$ cat config.mk
export PLATFORM = sky130hd
export DESIGN_NAME = sensor_spi_target
export DESIGN_NICKNAME = d
export VERILOG_FILES = /design/src/rtl/sensor_spi_pkg.sv /design/src/rtl/sensor_spi_sync.sv /design/src/rtl/sensor_spi_regs.sv /design/src/rtl/sensor_spi_target.sv
export SDC_FILE = /design/constraint.sdc
export NUM_CORES = 1
export LEC_CHECK = 0
export ABC_AREA = 1
export CAP_MARGIN = 30
export CORE_AREA = 2 2 108 110
export DETAILED_ROUTE_END_ITERATION = 8
export DIE_AREA = 0 0 110 112
export PLACE_DENSITY = 0.88
export SYNTH_ARGS = -nofsm -noshare
export SYNTH_HDL_FRONTEND = slang
export SYNTH_SLANG_ARGS = --single-unit
$ cat constraint.sdc
create_clock -name clk -period 2.5 [get_ports clk]
set_input_delay 0.375 -clock clk [delete_from_list [all_inputs] [get_ports clk]]
set_output_delay 0.375 -clock clk [all_outputs]
set_load 0.02 [all_outputs]
$ cat src/rtl/sensor_spi_pkg.sv
package sensor_spi_pkg;
    localparam int CHANNELS  = 32;
    localparam int BANKS     = CHANNELS / 8;
    localparam int MAX_BYTES = CHANNELS / 8;
    localparam int WORD_W    = 8 * MAX_BYTES;

    localparam logic [6:0] ADDR_CTRL = 7'h02;
    localparam logic [6:0] ADDR_MODE = 7'h04;
    localparam logic [6:0] ADDR_GTHR = 7'h3A;
    localparam logic [6:0] ADDR_STHR = 7'h3C;
    localparam logic [6:0] ADDR_WORD = 7'h78;
    localparam logic [3:0] GRP_PAGE  = 4'h2;   // 0x10..0x17, even addresses

    typedef enum logic {PH_CMD, PH_DATA} phase_e;

    typedef struct packed {
        logic       rd;
        logic [6:0] addr;
    } cmd_t;

    typedef struct packed {
        logic srst;
        logic test_en;
    } ctrl_t;

    // bytes a write to this address must carry before it commits
    function automatic logic [2:0] wr_bytes(input logic [6:0] a);
        case (a)
            ADDR_CTRL, ADDR_MODE: return 3'd1;
            ADDR_GTHR, ADDR_STHR: return 3'd2;
            default:              return 3'd0;
        endcase
    endfunction
endpackage

$ cat src/rtl/sensor_spi_sync.sv
module sensor_spi_sync #(
    parameter int STAGES = 2
) (
    input  logic clk,
    input  logic rst,
    input  logic sclk,
    input  logic cs_n,
    input  logic mosi,
    output logic sclk_rise,
    output logic sclk_fall,
    output logic cs_idle,
    output logic mosi_s
);
    // {sclk, cs_n, mosi}
    localparam logic [2:0] IDLE_VAL = 3'b010;
    logic [2:0] chain [STAGES];
    logic       sclk_d;

    always_ff @(posedge clk) begin
        if (rst) chain[0] <= IDLE_VAL;
        else     chain[0] <= {sclk, cs_n, mosi};
    end

    for (genvar g = 1; g < STAGES; g++) begin : g_stage
        always_ff @(posedge clk) begin
            if (rst) chain[g] <= IDLE_VAL;
            else     chain[g] <= chain[g-1];
        end
    end

    always_ff @(posedge clk) begin
        if (rst) sclk_d <= 1'b0;
        else     sclk_d <= chain[STAGES-1][2];
    end

    assign cs_idle   = chain[STAGES-1][1];
    assign mosi_s    = chain[STAGES-1][0];
    assign sclk_rise =  chain[STAGES-1][2] & ~sclk_d & ~cs_idle;
    assign sclk_fall = ~chain[STAGES-1][2] &  sclk_d & ~cs_idle;
endmodule

$ cat src/rtl/sensor_spi_regs.sv
module sensor_spi_regs
    import sensor_spi_pkg::*;
(
    input  logic                 clk,
    input  logic                 rst,
    input  logic                 wr_en,
    input  logic [6:0]           wr_addr,
    input  logic [15:0]          wr_data,
    input  logic [6:0]           rd_addr,
    input  logic [CHANNELS-1:0]  chan_status,
    output logic [WORD_W-1:0]    rd_word,
    output logic                 srst,
    output logic                 test_en,
    output logic [BANKS-1:0]     sense_mode,
    output logic [15:0]          gthr,
    output logic [15:0]          sthr
);
    ctrl_t               ctrl_q;
    logic [CHANNELS-1:0] chan_q;

    always_ff @(posedge clk) begin
        if (rst) chan_q <= '0;
        else     chan_q <= chan_status;
    end

    always_ff @(posedge clk) begin
        if (rst) begin
            ctrl_q     <= '0;
            sense_mode <= '0;
            gthr       <= '0;
            sthr       <= '0;
        end else begin
            if (wr_en && wr_addr == ADDR_CTRL)
                ctrl_q <= ctrl_t'(wr_data[1:0]);
            if (ctrl_q.srst) begin
                sense_mode <= '0;
                gthr       <= '0;
                sthr       <= '0;
            end else if (wr_en) begin
                case (wr_addr)
                    ADDR_MODE: sense_mode <= wr_data[BANKS-1:0];
                    ADDR_GTHR: gthr       <= wr_data;
                    ADDR_STHR: sthr       <= wr_data;
                    default: ;
                endcase
            end
        end
    end

    assign srst    = ctrl_q.srst;
    assign test_en = ctrl_q.test_en;

    // read value, left-aligned so the first byte sent sits at the top
    always_comb begin
        rd_word = '0;
        if (rd_addr[6:3] == GRP_PAGE && !rd_addr[0])
            rd_word[WORD_W-1 -: 8] = chan_q[rd_addr[2:1]*8 +: 8];
        else begin
            case (rd_addr)
                ADDR_CTRL: rd_word[WORD_W-1 -: 8]  = {6'b0, ctrl_q};
                ADDR_MODE: rd_word[WORD_W-1 -: 8]  = {{(8-BANKS){1'b0}}, sense_mode};
                ADDR_GTHR: rd_word[WORD_W-1 -: 16] = gthr;
                ADDR_STHR: rd_word[WORD_W-1 -: 16] = sthr;
                ADDR_WORD: rd_word                 = chan_q;
                default:   rd_word                 = '0;
            endcase
        end
    end
endmodule

$ cat src/rtl/sensor_spi_target.sv
module sensor_spi_target
    import sensor_spi_pkg::*;
#(
    parameter int SYNC_STAGES = 2
) (
    input  logic                clk,
    input  logic                rst,
    input  logic                sclk,
    input  logic                cs_n,
    input  logic                mosi,
    output logic                miso,
    input  logic [CHANNELS-1:0] chan_status,
    output logic                test_en_o,
    output logic [BANKS-1:0]    sense_mode_o,
    output logic [15:0]         gnd_thr_o,
    output logic [15:0]         sup_thr_o
);
    logic sclk_rise, sclk_fall, cs_idle, mosi_s;

    sensor_spi_sync #(.STAGES(SYNC_STAGES)) u_sync (
        .clk(clk), .rst(rst), .sclk(sclk), .cs_n(cs_n), .mosi(mosi),
        .sclk_rise(sclk_rise), .sclk_fall(sclk_fall),
        .cs_idle(cs_idle), .mosi_s(mosi_s)
    );

    phase_e            phase;
    logic [2:0]        bit_cnt;
    logic [6:0]        rx_sr;
    logic [7:0]        rx_byte;
    cmd_t              cmd;
    logic [2:0]        byte_idx;
    logic [7:0]        hold_byte;
    logic [WORD_W-1:0] tx_sr;
    logic [WORD_W-1:0] rd_word;
    logic              shift_ok;
    logic              miso_q;
    logic              byte_done;
    logic              wr_en;
    logic              srst;

    assign rx_byte   = {rx_sr, mosi_s};
    assign byte_done = sclk_rise && bit_cnt == 3'd7;
    assign wr_en     = byte_done && phase == PH_DATA && !cmd.rd
                       && wr_bytes(cmd.addr) != 3'd0
                       && (byte_idx + 3'd1) == wr_bytes(cmd.addr);

    sensor_spi_regs u_regs (
        .clk(clk), .rst(rst),
        .wr_en(wr_en), .wr_addr(cmd.addr), .wr_data({hold_byte, rx_byte}),
        .rd_addr(rx_byte[6:0]), .chan_status(chan_status),
        .rd_word(rd_word), .srst(srst), .test_en(test_en_o),
        .sense_mode(sense_mode_o), .gthr(gnd_thr_o), .sthr(sup_thr_o)
    );

    always_ff @(posedge clk) begin
        if (rst || cs_idle) begin
            phase     <= PH_CMD;
            bit_cnt   <= '0;
            rx_sr     <= '0;
            cmd       <= '0;
            byte_idx  <= '0;
            hold_byte <= '0;
            tx_sr     <= '0;
            shift_ok  <= 1'b0;
            miso_q    <= 1'b0;
        end else begin
            miso_q <= (phase == PH_DATA && cmd.rd) ? tx_sr[WORD_W-1] : 1'b0;
            if (sclk_rise) begin
                rx_sr   <= rx_byte[6:0];
                bit_cnt <= bit_cnt + 3'd1;
                if (phase == PH_DATA) shift_ok <= 1'b1;
                if (byte_done) begin
                    if (phase == PH_CMD) begin
                        cmd      <= cmd_t'(rx_byte);
                        phase    <= PH_DATA;
                        tx_sr    <= rx_byte[7] ? rd_word : '0;
                        shift_ok <= 1'b0;
                    end else begin
                        hold_byte <= rx_byte;
                        if (byte_idx != 3'd7) byte_idx <= byte_idx + 3'd1;
                    end
                end
            end else if (sclk_fall && phase == PH_DATA && shift_ok) begin
                tx_sr <= {tx_sr[WORD_W-2:0], 1'b0};
            end
        end
    end

    assign miso = miso_q;
endmodule

# Yosys cells after proc, flatten, opt, wreduce, memory -nomap -nowiden
# Memory sizes are Yosys's and may differ from the RTL's.
# Cells that the tools add are included.
[word_totals]
reg_bits = 135
ramBits = 6
word_cells = 93
memories = 1
output_inout_bits = 38
in_bits = 37
[classes]
reduce_logical = 27
eq_ne = 15
bitwise_logic = 11
n_addsub = 2
mux = 19
shifts = 1
[memory_table]
columns = ["name", "depth", "width", "read_ports", "rd_clocked_by_memory_dff", "wr", "line_no", "rtl"]
rows = [
  ["u_sync.chain", 2, 3, 2, 0, 2, "sensor_spi_sync.sv:16", "logic [2:0] chain [STAGES];"],
]
[ops]
columns = ["cell", "n"]
rows = [
  ["$mux 32", 5],
  ["$pmux 8 s5", 1],
  ["$shiftx 32x6->8", 1],
  ["$eq 7x6->1 const B", 4],
  ["$mux 24", 1],
  ["$pmux 8 s3", 1],
  ["$mux 16", 1],
  ["$eq 7x2->1 const B", 2],
  ["$eq 7x3->1 const B", 2],
  ["$logic_and 1x1->1", 10],
  ["$reduce_and 3->1", 3],
  ["$mux 8", 1],
  ["$reduce_and 2->1", 4],
  ["$reduce_or 2->1", 4],
  ["$eq 7x7->1 const B", 1],
  ["$add 3x1->3 const B", 2],
  ["$mux 1", 6],
  ["$mux 3", 2],
  ["$not 1->1", 5],
  ["$and 1x1->1", 4],
  ["$eq 4x2->1 const B", 1],
  ["$pmux 2 s2", 1],
  ["$reduce_and 4->1", 1],
  ["$eq 3x3->1", 1],
  ["other kinds (9)", 11],
]

# Logic depth before layout (Yosys ltp)
[logic_depth]
ltp_word = 9
depth_mapped = 13
ltp_nobuf = 12

# By module
# A second synthesis with hierarchy kept.
[hier_totals]
cells_unflattened = 963
hier_area_um2 = 6558.8
[modules_own_cells]
columns = ["mod", "cells_per_inst", "seq_area_each_um2", "area_each_um2", "instances"]
rows = [
  ["sensor_spi_regs", 489, 1401.3, 3293.2, 1],
  ["sensor_spi_target", 450, 1281.2, 3056.7, 1],
  ["sensor_spi_sync", 24, 140.1, 209.0, 1],
]

# Worst setup path before layout
# No wires, ideal clock.
[synth_timing]
path_type = "register to register"
from = "register byte_idx[0]"
to = "register u_regs.sthr[6]"
setup_ps = 113
t_arrival_ps = 1695
required_time_ps = 2387
path_buffers = 1
setup_slack_ps = 693
stages_incl_launch_ff = 12
period_less_slack_ps = 1807
path_cell_list = "dfxtp_1 > ha_1 > ha_1 > nor2_1 > inv_1 > nor2_4 > nand2_4 > nor2_8 > nand3_4 > buf_6 > nor2_1 > nor2_1"
[synth_via]
elab_chain_cells = 4
[synth_lines]
columns = ["item", "line_no", "rtl"]
rows = [
  ["start: declaration", "sensor_spi_target.sv:31", "logic [2:0] byte_idx;"],
  ["start signal: assignment", "sensor_spi_target.sv:80", "if (byte_idx != 3'd7) byte_idx <= byte_idx + 3'd1;"],
  ["$add 3x1->3", "sensor_spi_target.sv:45", "&& (byte_idx + 3'd1) == wr_bytes(cmd.addr);"],
  ["$eq 3x3->1", "sensor_spi_target.sv:45", ""],
  ["$logic_and 1x1->1", "sensor_spi_target.sv:45", ""],
  ["$reduce_and 2->1 (no line)", "-", ""],
  ["end signal: assignment", "sensor_spi_regs.sv:43", "ADDR_STHR: sthr <= wr_data;"],
  ["end: declaration", "sensor_spi_regs.sv:16", "output logic [15:0] sthr"],
]
# Every way passes these cells.
# A chain may end at the register's enable or synchronous reset.

# Final worst setup path
[layout_timing]
from = "register bit_cnt[0]"
to = "register u_regs.sthr[10]"
[layout_via]
elab_chain_cells = 7
[layout_lines]
columns = ["item", "line_no", "rtl"]
rows = [
  ["start: declaration", "sensor_spi_target.sv:27", "logic [2:0] bit_cnt;"],
  ["start signal: assignment", "sensor_spi_target.sv:70", "bit_cnt <= bit_cnt + 3'd1;"],
  ["$eq 3x3->1", "sensor_spi_target.sv:42", "assign byte_done = sclk_rise && bit_cnt == 3'd7;"],
  ["$logic_and 1x1->1", "sensor_spi_target.sv:42", ""],
  ["$logic_and 1x1->1 (2 in series)", "sensor_spi_target.sv:43", "assign wr_en = byte_done && phase == PH_DATA && !cmd.rd"],
  ["$logic_and 1x1->1", "sensor_spi_target.sv:44", "&& wr_bytes(cmd.addr) != 3'd0"],
  ["$logic_and 1x1->1", "sensor_spi_target.sv:45", ""],
  ["$reduce_and 2->1 (no line)", "-", ""],
]
# Every way passes these cells.

==> metrics.csv <==
metric,value,unit
status,completed,
layout_common_cells,"nand2_1, nor2_1, dfxtp_1",
cp-end-kind,flip-flop,
start_kind,flip-flop,
cts_tree,done,
pwr-share-clk,0.517,
track_usage,0.278,
use_met2,0.418,
gr-usage-met1,0.377,
met3_usage,0.0638,
required,2.86,ns
io_buffers,74,
synthesis.instances,889,
finalCriticalPeriod,2.20,ns
hpwl,10.7,mm
crit_type,flip-flop to flip-flop,
via_per_inst,5.42,
vias,5985,
synth.distinct_cells,29,
dieHeight,112,microns
max_freq,455,MHz
cts_inserted_buffers,17,
drtPass1Iterations,6,
nets,992,
clockRootBuffer,clkbuf_16,
swShare,0.199,
fp-row-count,39,
finalSetupViolCount,0,
worst_ep_arrival_time,2.56,ns
power.internal,0.00407,W
slew_headroom,0.482,
r2r_slack,0.30,ns
peakVddDrop,0.000371,V
syn_avg_cell_area,6.93,sq um
drive_gt1_frac,0.0707,
netlist_area,6160,sq um
area_delta_synth_final,23.4,%
die_x,110,microns
layout_commonest_cell,nand2_1,
yosysSeqAreaShare,0.458,
grt_pass1_vias,5679,
fin_crit_sh,0.878,
finalMaxSlewViolations,0,
synth.net_count,930,
grt_setup_unrepaired,false,
clk_pin_slew_worst_paths,0.06,ns
p_sw,0.00101,W
ios,75,
drc,0,
post_cts_buffers,0,
multiInputGateArea,2760,sq um
start_util,0.551,
cts_htree_levels,4,
seqPwrFrac,0.454,
clkLatencyLatePin,0.42,ns
gr-max-usage-layer,met2,
drt-initial-drc-count,597,
pwr-share-comb,0.029,
worstHoldPathType,flip-flop to flip-flop,
core_area,11200,sq um
wirelength,15.9,mm
clockBufferDepth,2,
grt_pass1_wl,27.0,mm
gp_congestion,0.938,
cts_resized,0,
cap_violations,0,
wl_per_cell,14.4,microns
p_total,0.00508,W
skew,0.0104,ns
yosys_warnings,0,
p_leak,3.26,nW
antenna_cells,0,
fillers,897,
antenna_found_initial,0,
dieArea,12300,sq um
hold_viol_final,0,
power.density,668,nW/um^2
seqCellArea,2820,sq um
setup_tns,0,ns
ys_seq_elements,141,
cts_hold_buf,0,
grt_start_max_net_pins,46,
cts.sinks,141,
tightest_slew,0.776,ns
overflow,0,
ant_nets,0,
crit_path_max_fanout,27,
[final timing paths]
check / start / to / cells after the start
max reg2reg: bit_cnt[0]$_SDFFE_PP0N_ / u_regs.sthr[10]$_SDFFE_PP0P_ / 10
min: u_sync.chain[0][2]$_SDFF_PP0_ / u_sync.chain[1][2]$_SDFF_PP0_ / 2
min reg2reg: u_sync.chain[0][2]$_SDFF_PP0_ / u_sync.chain[1][2]$_SDFF_PP0_ / 2
max: bit_cnt[0]$_SDFFE_PP0N_ / u_regs.sthr[10]$_SDFFE_PP0P_ / 10
[cells by family after synthesis]
| group | share of synthesized area |
|---|---|
| simple gates | 0.303 |
| compound gates | 0.136 |
| fa+ha+maj | 0.00812 |
| flops | 0.458 |
| buf+inv | 0.0952 |
[layer usage]
layer,wire (microns),vias up
li1,-,2949
met1,6780,2671
met2,6990,307
met3,1470,58
met4,621,0
met5,0,-
[flip-flops by register name (all words and copies together) (netlist names)]
signal             flops
bit_cnt                3
byte_idx               3
cmd                    8
hold_byte              8
miso                   1
phase                  1
rx_sr                  7
shift_ok               1
tx_sr                 32
u_regs.chan_q         32
u_regs.gthr           16
u_regs.sense_mode      4
u_regs.srst            1
u_regs.sthr           16
u_regs.test_en         1
u_sync.chain           6
u_sync.sclk_d          1
[cell type report]
class	instances	share of cell area
flip-flops and latches	141	0.371
multi-input cells	601	0.363
repair buffers	87	0.110
clock buffers	20	0.0601
inverters	103	0.0508
well taps	143	0.0235
clock inverters	10	0.0216
[synthesized netlist by cell type (all sizes together)]
library cell    n  area, sq um
nor2          155          641
nor3            4         20.0
o2bb2ai         1         8.76
a21oi          86          430
clkinv          1         3.75
inv           102          383
nand4          29          196
clkbuf         28          105
o22ai           2         12.5
dfxtp         141         2820
or2             3         18.8
nand2         209          792
o211ai          5         37.5
o21ai          63          315
nand3          35          198
ha              4         50.1
a31oi           5         31.3
buf            16         95.1
[worst max-delay path, stage by stage (launching register included)]
cell and delay [ns]:
dfxtp_1 0.34, ha_1 0.16, ha_1 0.20, nand4_4 0.27, nor2_4 0.19, nand2_4 0.09
nor2_8 0.33, nand3_4 0.26, nand2_1 0.13, nand2_1 0.07, nor2_1 0.09
[power by group through the flow]
stage | registers, W | clock network (W) | logic [W]
after floorplan | 0.00234 | 0 | 0.0000711
after global placement | 0.00235 | 0 | 0.000142
after detailed placement | 0.00235 | 0 | 0.000144
after CTS | 0.00231 | 0.00265 | 0.000145
after global routing | 0.00231 | 0.00274 | 0.000166
final | 0.00231 | 0.00263 | 0.000145
[through the flow]
stage          hold WS [ns]  cell area (sq um)  setup WS [ns]  utilization  cells
2_1_floorplan         0.388               6160          0.693            -    889
3_3_place_gp          0.392               6980          0.428        0.625   1075
3_5_place_dp          0.393               6980          0.331        0.625   1075
4_1_cts               0.401               7600          0.305        0.680   1105
5_1_grt               0.419               7600         0.0759        0.680   1105
6_report              0.400               7600          0.304        0.680   1105
Power figures use the tool's default switching activity.
